[config.mk]
export PLATFORM = sky130hd
export DESIGN_NAME = bdc_cell
export DESIGN_NICKNAME = d
export VERILOG_FILES = /design/src/rtl/bdc_pkg.sv /design/src/rtl/bdc_oe_ctrl.sv /design/src/rtl/bdc_lane_group.sv /design/src/rtl/bdc_dec_combine.sv /design/src/rtl/bdc_cell.sv
export SDC_FILE = /design/constraint.sdc
export NUM_CORES = 1
export LEC_CHECK = 0
export ABC_AREA = 1
export CAP_MARGIN = 20
export CORE_MARGIN = 2
export CORE_UTILIZATION = 35
export DETAILED_ROUTE_END_ITERATION = 7
export PLACE_DENSITY_LB_ADDON = 0.1
export SLEW_MARGIN = 20
export SYNTH_ARGS = -nofsm -noshare
export SYNTH_HDL_FRONTEND = slang
export SYNTH_SLANG_ARGS = --single-unit
[constraint.sdc]
create_clock -name vclk -period 3.7
set_clock_uncertainty 0.05 [all_clocks]
set_input_delay 0.74 -clock vclk [all_inputs]
set_output_delay 0.74 -clock vclk [all_outputs]
set_load 0.05 [all_outputs]
[src/rtl/bdc_pkg.sv]
package bdc_pkg;
  localparam int NIB_W   = 4;
  localparam int CTL_W   = 2;
  localparam int GROUPS  = 3;
  localparam int LANES   = 2 * NIB_W + CTL_W;

  // direction codes
  localparam logic [2:0] DIR_L2R  = 3'd0;
  localparam logic [2:0] DIR_R2L  = 3'd1;
  localparam logic [2:0] DIR_C2L  = 3'd2;
  localparam logic [2:0] DIR_C2R  = 3'd3;
  localparam logic [2:0] DIR_C2LR = 3'd4;

  // nibble enable codes
  localparam logic [2:0] OE_ON      = 3'd0;
  localparam logic [2:0] OE_TRI     = 3'd1;
  localparam logic [2:0] OE_TRI_N   = 3'd2;
  localparam logic [2:0] OE_DEC     = 3'd3;
  localparam logic [2:0] OE_DEC_TRI = 3'd4;

  // decoder source codes
  localparam logic [1:0] SRC_LEFT  = 2'd0;
  localparam logic [1:0] SRC_RIGHT = 2'd1;
endpackage

[src/rtl/bdc_oe_ctrl.sv]
module bdc_oe_ctrl
  import bdc_pkg::*;
(
  input  logic [2:0] code,
  input  logic       tri_in,
  input  logic       dec_in,
  output logic       oe
);
  always_comb begin
    case (code)
      OE_ON:      oe = 1'b1;
      OE_TRI:     oe = tri_in;
      OE_TRI_N:   oe = ~tri_in;
      OE_DEC:     oe = dec_in;
      OE_DEC_TRI: oe = dec_in & tri_in;
      default:    oe = 1'b0;
    endcase
  end
endmodule

[src/rtl/bdc_lane_group.sv]
module bdc_lane_group
  import bdc_pkg::*;
#(
  parameter int W = 4
) (
  input  logic [W-1:0] left_in,
  input  logic [W-1:0] right_in,
  input  logic [W-1:0] ctr_in,
  input  logic         role_dec,
  input  logic [2:0]   dir,
  input  logic [1:0]   src,
  input  logic         oe,
  output logic [W-1:0] left_out,
  output logic [W-1:0] left_en,
  output logic [W-1:0] right_out,
  output logic [W-1:0] right_en,
  output logic         term
);
  logic [W-1:0] term_src;
  logic [W-1:0] l_data, r_data;
  logic         l_use, r_use;

  // decoder term: AND of the selected source
  always_comb begin
    case (src)
      SRC_LEFT:  term_src = left_in;
      SRC_RIGHT: term_src = right_in;
      default:   term_src = ctr_in;
    endcase
    term = &term_src;
  end

  // buffer routing
  always_comb begin
    l_use  = 1'b0;
    r_use  = 1'b0;
    l_data = '0;
    r_data = '0;
    case (dir)
      DIR_L2R:  begin r_use = 1'b1; r_data = left_in;  end
      DIR_R2L:  begin l_use = 1'b1; l_data = right_in; end
      DIR_C2L:  begin l_use = 1'b1; l_data = ctr_in;   end
      DIR_C2R:  begin r_use = 1'b1; r_data = ctr_in;   end
      DIR_C2LR: begin
        l_use  = 1'b1; l_data = ctr_in;
        r_use  = 1'b1; r_data = ctr_in;
      end
      default: ;
    endcase
  end

  always_comb begin
    left_en   = (!role_dec && l_use && oe) ? '1 : '0;
    right_en  = (!role_dec && r_use && oe) ? '1 : '0;
    left_out  = l_data & left_en;
    right_out = r_data & right_en;
  end

  always_comb begin
    if (role_dec)
      AST_DEC_SILENT: assert ((left_en | right_en) == '0) else $error("decoder group drives");
    if (!role_dec && dir == DIR_L2R)
      AST_L2R_NO_LEFT: assert (left_en == '0) else $error("left driven in L2R");
  end
endmodule

[src/rtl/bdc_dec_combine.sv]
module bdc_dec_combine #(
  parameter int NG = 3
) (
  input  logic [NG-1:0] role,
  input  logic [NG-1:0] term,
  input  logic          op_or,
  input  logic          inv,
  input  logic          const_val,
  output logic          dec
);
  logic and_acc, or_acc;

  always_comb begin
    and_acc = 1'b1;
    or_acc  = 1'b0;
    for (int g = 0; g < NG; g++) begin
      if (role[g]) begin
        and_acc = and_acc & term[g];
        or_acc  = or_acc | term[g];
      end
    end
    if (role == '0) dec = const_val;
    else            dec = (op_or ? or_acc : and_acc) ^ inv;
  end

  always_comb begin
    if (role != '0 && op_or && (role & term) == '0)
      AST_OR_IDENTITY: assert (dec == inv) else $error("OR identity broken");
    if (role != '0 && !op_or && (~role | term) == '1)
      AST_AND_IDENTITY: assert (dec == !inv) else $error("AND identity broken");
  end
endmodule

[src/rtl/bdc_cell.sv]
module bdc_cell
  import bdc_pkg::*;
(
  input  logic [LANES-1:0] left_in,
  input  logic [LANES-1:0] right_in,
  input  logic [LANES-1:0] ctr_in,
  input  logic             tri_in,
  input  logic [2:0]       cfg_role,
  input  logic [2:0]       cfg_dir_lo,
  input  logic [2:0]       cfg_dir_hi,
  input  logic [2:0]       cfg_dir_ctl,
  input  logic [1:0]       cfg_src_lo,
  input  logic [1:0]       cfg_src_hi,
  input  logic [1:0]       cfg_src_ctl,
  input  logic [2:0]       cfg_oe_lo,
  input  logic [2:0]       cfg_oe_hi,
  input  logic             cfg_dec_or,
  input  logic             cfg_dec_inv,
  input  logic             cfg_const,
  output logic [LANES-1:0] left_out,
  output logic [LANES-1:0] left_en,
  output logic [LANES-1:0] right_out,
  output logic [LANES-1:0] right_en,
  output logic             dec_out
);
  localparam int CTL_LO = 2 * NIB_W;

  logic [2:0] dir_nib [2];
  logic [1:0] src_nib [2];
  logic [2:0] oe_nib  [2];
  logic [GROUPS-1:0] term;

  assign dir_nib[0] = cfg_dir_lo;
  assign dir_nib[1] = cfg_dir_hi;
  assign src_nib[0] = cfg_src_lo;
  assign src_nib[1] = cfg_src_hi;
  assign oe_nib[0]  = cfg_oe_lo;
  assign oe_nib[1]  = cfg_oe_hi;

  for (genvar g = 0; g < 2; g++) begin : g_nib
    logic nib_oe;

    bdc_oe_ctrl u_oe (
      .code   (oe_nib[g]),
      .tri_in (tri_in),
      .dec_in (dec_out),
      .oe     (nib_oe)
    );

    bdc_lane_group #(.W(NIB_W)) u_grp (
      .left_in   (left_in[g*NIB_W +: NIB_W]),
      .right_in  (right_in[g*NIB_W +: NIB_W]),
      .ctr_in    (ctr_in[g*NIB_W +: NIB_W]),
      .role_dec  (cfg_role[g]),
      .dir       (dir_nib[g]),
      .src       (src_nib[g]),
      .oe        (nib_oe),
      .left_out  (left_out[g*NIB_W +: NIB_W]),
      .left_en   (left_en[g*NIB_W +: NIB_W]),
      .right_out (right_out[g*NIB_W +: NIB_W]),
      .right_en  (right_en[g*NIB_W +: NIB_W]),
      .term      (term[g])
    );

    always_comb begin
      if (!cfg_role[g] && oe_nib[g] == OE_DEC && dir_nib[g] == DIR_L2R)
        AST_FEEDBACK_OE: assert (right_en[g*NIB_W +: NIB_W] == {NIB_W{dec_out}})
          else $error("nibble enable not following decoder");
    end
  end

  // control pair: no 3-state capability, always drives when buffering
  bdc_lane_group #(.W(CTL_W)) u_ctl (
    .left_in   (left_in[CTL_LO +: CTL_W]),
    .right_in  (right_in[CTL_LO +: CTL_W]),
    .ctr_in    (ctr_in[CTL_LO +: CTL_W]),
    .role_dec  (cfg_role[2]),
    .dir       (cfg_dir_ctl),
    .src       (cfg_src_ctl),
    .oe        (1'b1),
    .left_out  (left_out[CTL_LO +: CTL_W]),
    .left_en   (left_en[CTL_LO +: CTL_W]),
    .right_out (right_out[CTL_LO +: CTL_W]),
    .right_en  (right_en[CTL_LO +: CTL_W]),
    .term      (term[2])
  );

  bdc_dec_combine #(.NG(GROUPS)) u_comb (
    .role      (cfg_role),
    .term      (term),
    .op_or     (cfg_dec_or),
    .inv       (cfg_dec_inv),
    .const_val (cfg_const),
    .dec       (dec_out)
  );

  always_comb begin
    if (!cfg_role[2] && cfg_dir_ctl == DIR_C2LR)
      AST_CTL_DRIVES: assert ((left_en[CTL_LO +: CTL_W] & right_en[CTL_LO +: CTL_W]) == '1)
        else $error("control pair not driving");
  end
endmodule

# Word level (Yosys, flattened, before mapping)
# Index checks and enable logic that the tools add are counted.
[totals]
regBits = 0
latch_bits = 0
ram_bits = 0
mem_bits_ro = 0
in_bits = 58
wordCells = 104
memories = 0
[classes]
addsub = 0
n_mul = 0
n_div = 0
order_cmp = 0
eq_ne = 23
n_shift = 0
mux = 31
bitwise_logic = 13
reduce_logical = 37
[op_table]
columns = ["cell", "count"]
rows = [
  ["$pmux 4 s2", 6],
  ["$eq 3x2->1 const B", 10],
  ["$logic_not 3->1", 6],
  ["$reduce_or 3->1", 6],
  ["$and 4x4->4", 4],
  ["$mux 4", 4],
  ["$eq 3x1->1 const B", 5],
  ["$eq 3x3->1 const B", 5],
  ["$mux 1", 14],
  ["$pmux 2 s2", 3],
  ["$reduce_or 2->1", 6],
  ["$logic_and 1x1->1", 10],
  ["$pmux 1 s5", 2],
  ["$reduce_and 4->1", 2],
  ["$eq 2x1->1 const B", 3],
  ["$logic_not 2->1", 3],
  ["$and 2x2->2", 2],
  ["$mux 2", 2],
  ["$and 1x1->1", 3],
  ["$logic_not 1->1", 3],
  ["$or 1x1->1", 2],
  ["$reduce_and 2->1", 1],
  ["$not 1->1", 1],
  ["$xor 1x1->1", 1],
]

# Longest topological paths before layout
# Gate-level depths: netlist of run 1.
[logic_depth]
ltp_word = 16
ltp_mapped = 16

# By module
# From an unflattened synthesis of run 1, not the netlist that was laid out.
[hier_totals]
cells_unflattened = 225
hier_area_um2 = 1083.5
[by_module_without_submodules]
columns = ["module", "n_inst", "cells_each", "area_each_um2"]
rows = [
  ["bdc_lane_group (g_nib[0].u_grp ...)", 2, 66, 331.6],
  ["bdc_lane_group (u_ctl)", 1, 41, 198.9],
  ["bdc_dec_combine", 1, 27, 125.1],
  ["bdc_oe_ctrl", 2, 12, 46.3],
  ["bdc_cell", 1, 1, 3.8],
]

# Worst setup path before layout of run 1
# No wires, ideal clock.
[synth_path]
path_kind = "input to output"
from = "input cfg_dir_ctl[1]"
to = "output left_out[8]"
arrival_time_ns = 2.855
required_time_ns = 2.910
setup_slack_ns = 0.055
stages = 7
n_path_buf = 0
cell_sequence = "nor2_1 > inv_1 > nor2_1 > inv_1 > a21oi_1 > inv_1 > a21oi_1"
[synth_between]
elab_chain_cells = 6
[synth_lines]
columns = ["item", "line_no", "text"]
rows = [
  ["from (decl)", "bdc_cell.sv:11", "input logic [2:0] cfg_dir_ctl,"],
  ["$eq 3x3->1, or another cell as far along", "bdc_lane_group.sv:39", "case (dir)"],
  ["$reduce_or 3->1 (no line) (*)", "n/a", ""],
  ["$mux 1 (*)", "bdc_lane_group.sv:39", ""],
  ["$logic_and 1x1->1 (*)", "bdc_lane_group.sv:53", "left_en = (!role_dec && l_use && oe) ? '1 : '0;"],
  ["$mux 2 (*)", "bdc_lane_group.sv:53", ""],
  ["net left_en[8]", "bdc_cell.sv:21", "output logic [LANES-1:0] left_en,"],
  ["$and 2x2->2 (*)", "bdc_lane_group.sv:55", "left_out = l_data & left_en;"],
  ["to (decl)", "bdc_cell.sv:20", "output logic [LANES-1:0] left_out,"],
]
# Mark *: on every way through the listed nets, which the timed path passes. The rest lies on a longest branch.

# Final worst setup path of run 1
[layout_path]
from = "input cfg_role[1]"
to = "output right_en[4]"
[layout_between]
elab_chain_cells = 10
[layout_lines]
columns = ["item", "line_no", "text"]
rows = [
  ["from (decl)", "bdc_cell.sv:8", "input logic [2:0] cfg_role,"],
  ["$mux 1", "bdc_dec_combine.sv:17", "if (role[g]) begin"],
  ["$and 1x1->1 or $or 1x1->1 (tied branches)", "bdc_dec_combine.sv:18, bdc_dec_combine.sv:19", ""],
  ["$mux 1", "bdc_dec_combine.sv:17", ""],
  ["$mux 1", "bdc_dec_combine.sv:23", "else dec = (op_or ? or_acc : and_acc) ^ inv;"],
  ["$xor 1x1->1", "bdc_dec_combine.sv:23", ""],
  ["$mux 1", "bdc_dec_combine.sv:22", "if (role == '0) dec = const_val;"],
  ["$and 1x1->1", "bdc_oe_ctrl.sv:15", "OE_DEC_TRI: oe = dec_in & tri_in;"],
  ["$pmux 1 s5", "bdc_oe_ctrl.sv:10", "case (code)"],
  ["$logic_and 1x1->1 (*)", "bdc_lane_group.sv:54", "right_en = (!role_dec && r_use && oe) ? '1 : '0;"],
  ["$mux 4 (*)", "bdc_lane_group.sv:54", ""],
  ["to (decl)", "bdc_cell.sv:23", "output logic [LANES-1:0] right_en,"],
]
# Every way passes the cells marked *; elsewhere a longest branch is shown, timed or not.

==> run_results.csv, run 1 <==
group,metric,value,unit
finish,nClkBuffers,0,
yosys,avgSynthCellArea,4.92,um2
sta,rsz0062_at_grt,"no",
yosys,synth_cell_type_count,19,
placement,place_inst,330,
setup_path,setup.worst_path.start_class,"input pin",
worst_hold_path,hp-class,"in2out",
yosys,netlist_instances,214,
floorplanning,dieArea,3470,um2
sta,worstMarginPinSlew,0.642,ns
yosys,synthSimpleGateAreaFrac,54.4,%
setup_path,critPathCaptureType,"output pin",
finish,seq_cell_count,0,
floorplanning,fp-row-count,19,
clock_tree,cts_hold_buf,0,
sta,min_period,3.58,ns
finish,final_area,2460,um2
yosys,synth_top_family_by_area,"simple AND/OR/NAND/NOR gates",
routing,viasPerCell,5.15,
yosys,synthMuxAreaShare,0,%
global_routing,grt_remaining_overflow,0,
sta,final-max-slew-violation-count,0,
yosys,seq_area_frac_synth,0,%
setup_path,path_cells,"clkdlybuf4s50_1 > nor3_2 > inv_1 > or2_2 > nand4_1 > nand3_2 > nand3_4 > clkinvlp_4 > buf_12",
routing,wl,4.43,mm
setup_path,cp_top_family,"buffers and inverters",
setup_path,crit_cells,9,
floorplanning,die_h,58.9,um
finish,fin_nets,359,
yosys,synth_xor_area_share,0,%
sta,layout_setup_ws,0.116,ns
routing,first_pass_iters,6,
yosys,yosys_warnings,0,
global_routing,grt_max_degree,7,
pwr,powerDensity,103,nW/um2
pwr,p_leak,1.31,nW
run,maxCapViolCount,0,
yosys,synthAdderAreaFrac,0,%
placement,dp_slack,0.0687,ns
setup_path,critPathArrivalTime,2.79,ns
global_routing,antenna_found_initial,0,
finish,antenna_cells,0,
routing,wl_per_cell,13.4,um
floorplanning,core,2810,um2
clock_tree,post-cts-setup-buffers,0,
routing,num_vias,1700,
global_routing,grt_pass1_vias,1585,
status,outcome,"finished, violations left",
setup_path,cp.required,2.91,ns
finish,layoutNonFillerInstCount,330,
yosys,syn-cell-area,1050,um2
global_routing,grt_pass1_wl,6.55,mm
sta,fmax,279,MHz
sta,setup_violations,0,
routing,remaining_drc_errors,7,
floorplanning,pin_count,99,
sta,tns,0,ns
finish,seq_area,0,um2
pwr,irDropWorstVdd,0.0000844,V
sta,maxSlewHeadroom,56.8,%
placement,place.gp.congestion,0.915,
floorplanning,start_util,37.6,%
finish,drive_above_1_share,25.1,%
routing,antenna_left,0,
status,violations,"design-rule violations",
routing,drt_iter0_markers,64,
floorplanning,die_w,58.9,um
global_routing,track_usage,23.5,%
placement,hpwl,3.66,mm
finish,area_growth,133,%
setup_path,critical_path.max_fanout,5,
yosys,synth_nets,272,
placement,port_buffers,99,
sta,hold_viol,0,
placement,postPlaceCellArea,2290,um2
setup_path,worst-path-buf-inv,4,
worst_hold_path,holdPathStages,4,
setup_path,cp_slowest_cell,"clkdlybuf4s50_1",
sta,period_share,96.9,%
yosys,synth_compound_area_share,18.2,%
setup_path,path_class,"in2out",
setup_path,slowest_delay,0.55,ns
-- cell usage in the layout (no fill, tap or decap), types with 5 or more instances in the layout --
master and count:
dlymetal6s2s_1 31, o21ai_0 13, nand3_2 9, buf_12 33, a21oi_1 12, nand3_1 15, buf_4 6, nand2_2 5
nor2_1 30, nand2_1 39, inv_1 41, clkdlybuf4s50_1 29, a22oi_1 8
-- area by class of cell --
class / count / area (um2)
Timing Repair Buffer: 99 / 1380
Multi-Input combinational cell: 151 / 838
Fill cell: 155 / 345
Inverter: 49 / 199
Tap cell: 31 / 38.8
-- cells in the mapped netlist, drive strengths merged --
master  count  area share, %
inv        49             17
nand2      44             16
nor2       32             11
nand3      28             18
buf        14             10
o21ai      13            6.2
a21oi      12            5.7
a22oi       8            5.7
nand4       4            2.4
nor3        3            2.4
or2         3            1.8
nand3b      2            1.8
and2        1           0.71
o22ai       1           0.59
-- metal layers --
| layer | vias up | wire length, um | track usage (%) |
|---|---|---|---|
| li1 | 844 | - | - |
| met1 | 765 | 1600 | 26.5 |
| met2 | 83 | 2420 | 47.1 |
| met3 | 8 | 350 | 3.74 |
| met4 | 0 | 58 | 1.62 |
| met5 | - | 0 | 0 |
-- final timing paths --
| path | start | to |
|---|---|---|
| min | right_in[9] | left_out[9] |
| max | cfg_role[1] | right_en[4] |
-- kinds of logic after synthesis --
group	after synthesis
and+or+nand+nor	117
buffers and inverters	63
AOI/OAI and AO/OA	34
-- stage by stage --
step	utilization [%]	hold WS (ns)	power [mW]
6_report	87.7	1.88	0.253
5_1_grt	87.7	1.91	0.270
4_1_cts	81.8	2.15	0.245
3_5_place_dp	81.8	2.15	0.244
3_3_place_gp	81.8	2.16	0.238
2_1_floorplan	-	1.62	0.118
-- power breakdown --
group	internal, mW	leakage, nW	switching, mW	total (mW)
clock	0	0	0	0
combinational	0.117	1.31	0.136	0.253
sequential	0	0	0	0
total	0.117	1.31	0.136	0.253
-- timing repair --
item / CTS / global route
endpoints found under the setup margin: 0 / 25
resized for setup: 0 / 53
endpoints found under the hold margin: 0 / 0
(Power assumes the default switching activity.)
==> run 2: changes to the inputs <==
CORE_UTILIZATION = 32   (was 35)
SKIP_LAST_GASP = 1   (was default)
clock period = 3.5 ns   (was 3.7 ns; I/O delays follow)
==> run 2 against run 1 <==
Effect of this change: the flow now finishes without violations; wire length down 9.1%; global-route usage down 4.4 points; via count is 3.3% lower; non-clock buffer count did not move; count of clock-buffer cells in the layout stayed put; combinational power increased by 4%; worst setup slack lost 0.0046 ns; largest power group unchanged.
==> run_results.csv, run 2 (same netlist as run 1, synthesis figures left out) <==
group,metric,value,unit
status,outcome,"finished, final reports clean",
routing,first_pass_iters,4,
run,maxCapViolCount,0,
global_routing,grt_remaining_overflow,0,
finish,antenna_cells,0,
global_routing,track_usage,19.1,%
finish,seq_cell_count,0,
worst_hold_path,hp-class,"in2out",
floorplanning,fp-row-count,20,
routing,wl_per_cell,11.7,um
setup_path,critical_path.max_fanout,5,
setup_path,setup.worst_path.start_class,"input pin",
setup_path,startpoint,"ctr_in[6]",
worst_hold_path,holdPathStages,4,
routing,top_layer_used,"met4",
finish,seq_area,0,um2
pwr,p_leak,1.27,nW
placement,hpwl,3.34,mm
routing,wl,4.02,mm
setup_path,critPathCaptureType,"output pin",
sta,min_period,3.39,ns
finish,nClkBuffers,0,
sta,maxSlewHeadroom,58.0,%
worst_hold_path,min_to,"right_out[8]",
clock_tree,post-cts-setup-buffers,0,
floorplanning,pin_count,99,
floorplanning,start_util,34.0,%
floorplanning,core,3100,um2
floorplanning,die_w,61.4,um
sta,setup_violations,0,
finish,area_growth,138,%
setup_path,path_class,"in2out",
finish,final_common_cell,"inv_1",
sta,fmax,295,MHz
global_routing,grt_pass1_vias,1420,
routing,num_vias,1644,
routing,remaining_drc_errors,0,
placement,place.gp.congestion,0.829,
pwr,irDropWorstVdd,0.0000787,V
setup_path,cp.required,2.75,ns
floorplanning,dieArea,3770,um2
sta,hold_ws,1.80,ns
setup_path,critPathArrivalTime,2.64,ns
worst_hold_path,worstHoldStart,"left_in[8]",
placement,place_inst,343,
finish,layoutNonFillerInstCount,343,
finish,final_util,80.6,%
sta,worstMarginPinSlew,0.623,ns
pwr,power,264,uW
routing,drt-met1-wl,1.59,mm
sta,period_share,96.8,%
clock_tree,cts_hold_buf,0,
routing,routed-wl-met3,297,um
global_routing,grt_pass1_wl,5.82,mm
finish,fin_nets,359,
pwr,powerDensity,105,nW/um2
routing,antenna_left,0,
finish,layout_common_cells,"41 x inv_1, 37 x nand2_1, 37 x buf_12",
sta,final-max-slew-violation-count,0,
global_routing,grt_max_degree,7,
placement,port_buffers,99,
routing,wl_met2,2.10,mm
sta,hold_viol,0,
floorplanning,die_h,61.4,um
global_routing,antenna_found_initial,0,
routing,drt_iter0_markers,68,
finish,drive_above_1_share,27.8,%
routing,viasPerCell,4.79,
run 2: cell types whose count changed in the layout (fill, tap and decap cells not counted), moves of 2 or more:
cell             previous run  this run
nor2_1                     30        28
buf_4                       6         4
buf_12                     33        37
nand2_2                     5         7
nand3_1                    15        13
dlygate4sd2_1               0        14
nor2_2                      2         4
dlymetal6s2s_1             31        23
clkdlybuf4s50_1            29        21
nand3_2                     9        11
nand2_1                    39        37
run 2: power breakdown:
group          switching, mW  leakage (nW)  total, mW  internal [mW]
Combinational          0.142          1.27      0.264          0.122
Sequential                 0             0          0              0
Clock                      0             0          0              0
run 2: final cells by class:
cell class	count	area, um2
timing repair buffer	99	1390
inverter	49	199
fill	232	601
multi-input combinational	151	857
tap	44	55.1
run 2: what timing repair did:
item / in CTS / in global routing
pin swaps: 13 / 16
gates resized for setup: 22 / 42
endpoints found under the setup margin: 16 / 32
run 2: worst max-delay path by stage:
| stage | to | slack (ns) | depth (start not counted) |
|---|---|---|---|
| 6_report | right_en[1] | 0.11 | 13 |
| 3_5_place_dp | right_en[4] | -0.04 | 16 |
| 3_3_place_gp | right_en[4] | -0.01 | 14 |
| 2_1_floorplan | right_out[8] | 0.04 | 5 |
| 5_1_grt | right_en[2] | -0.02 | 13 |
| 4_1_cts | right_en[4] | 0.002 | 17 |
run 2: worst max-delay path, stage by stage:
cell and delay [ns]:
clkdlybuf4s50_1 0.52, nand2_1 0.11, nand2_2 0.08, nand2_2 0.06
nand3b_4 0.09, nand2_1 0.06, nand2_1 0.07, nand3_2 0.12
nand4_1 0.13, nand3_2 0.14, nand3_4 0.14, clkinvlp_4 0.22
buf_12 0.21
run 2: routing by layer:
metal / vias to the layer above / track usage (%)
li1: 843 / -
met1: 728 / 24.9
met2: 69 / 35.0
met4: 0 / 1.82
met3: 4 / 2.10
met5: - / 0
run 2: stage by stage:
step | worst slack (ns) | instance area, um2 | TNS (ns)
2_1_floorplan | 0.0368 | 1060 | 0
3_3_place_gp | -0.0147 | 2360 | -0.0567
3_5_place_dp | -0.0372 | 2360 | -0.442
4_1_cts | 0.00206 | 2380 | 0
5_1_grt | -0.0231 | 2500 | -0.0905
6_report | 0.112 | 2500 | 0
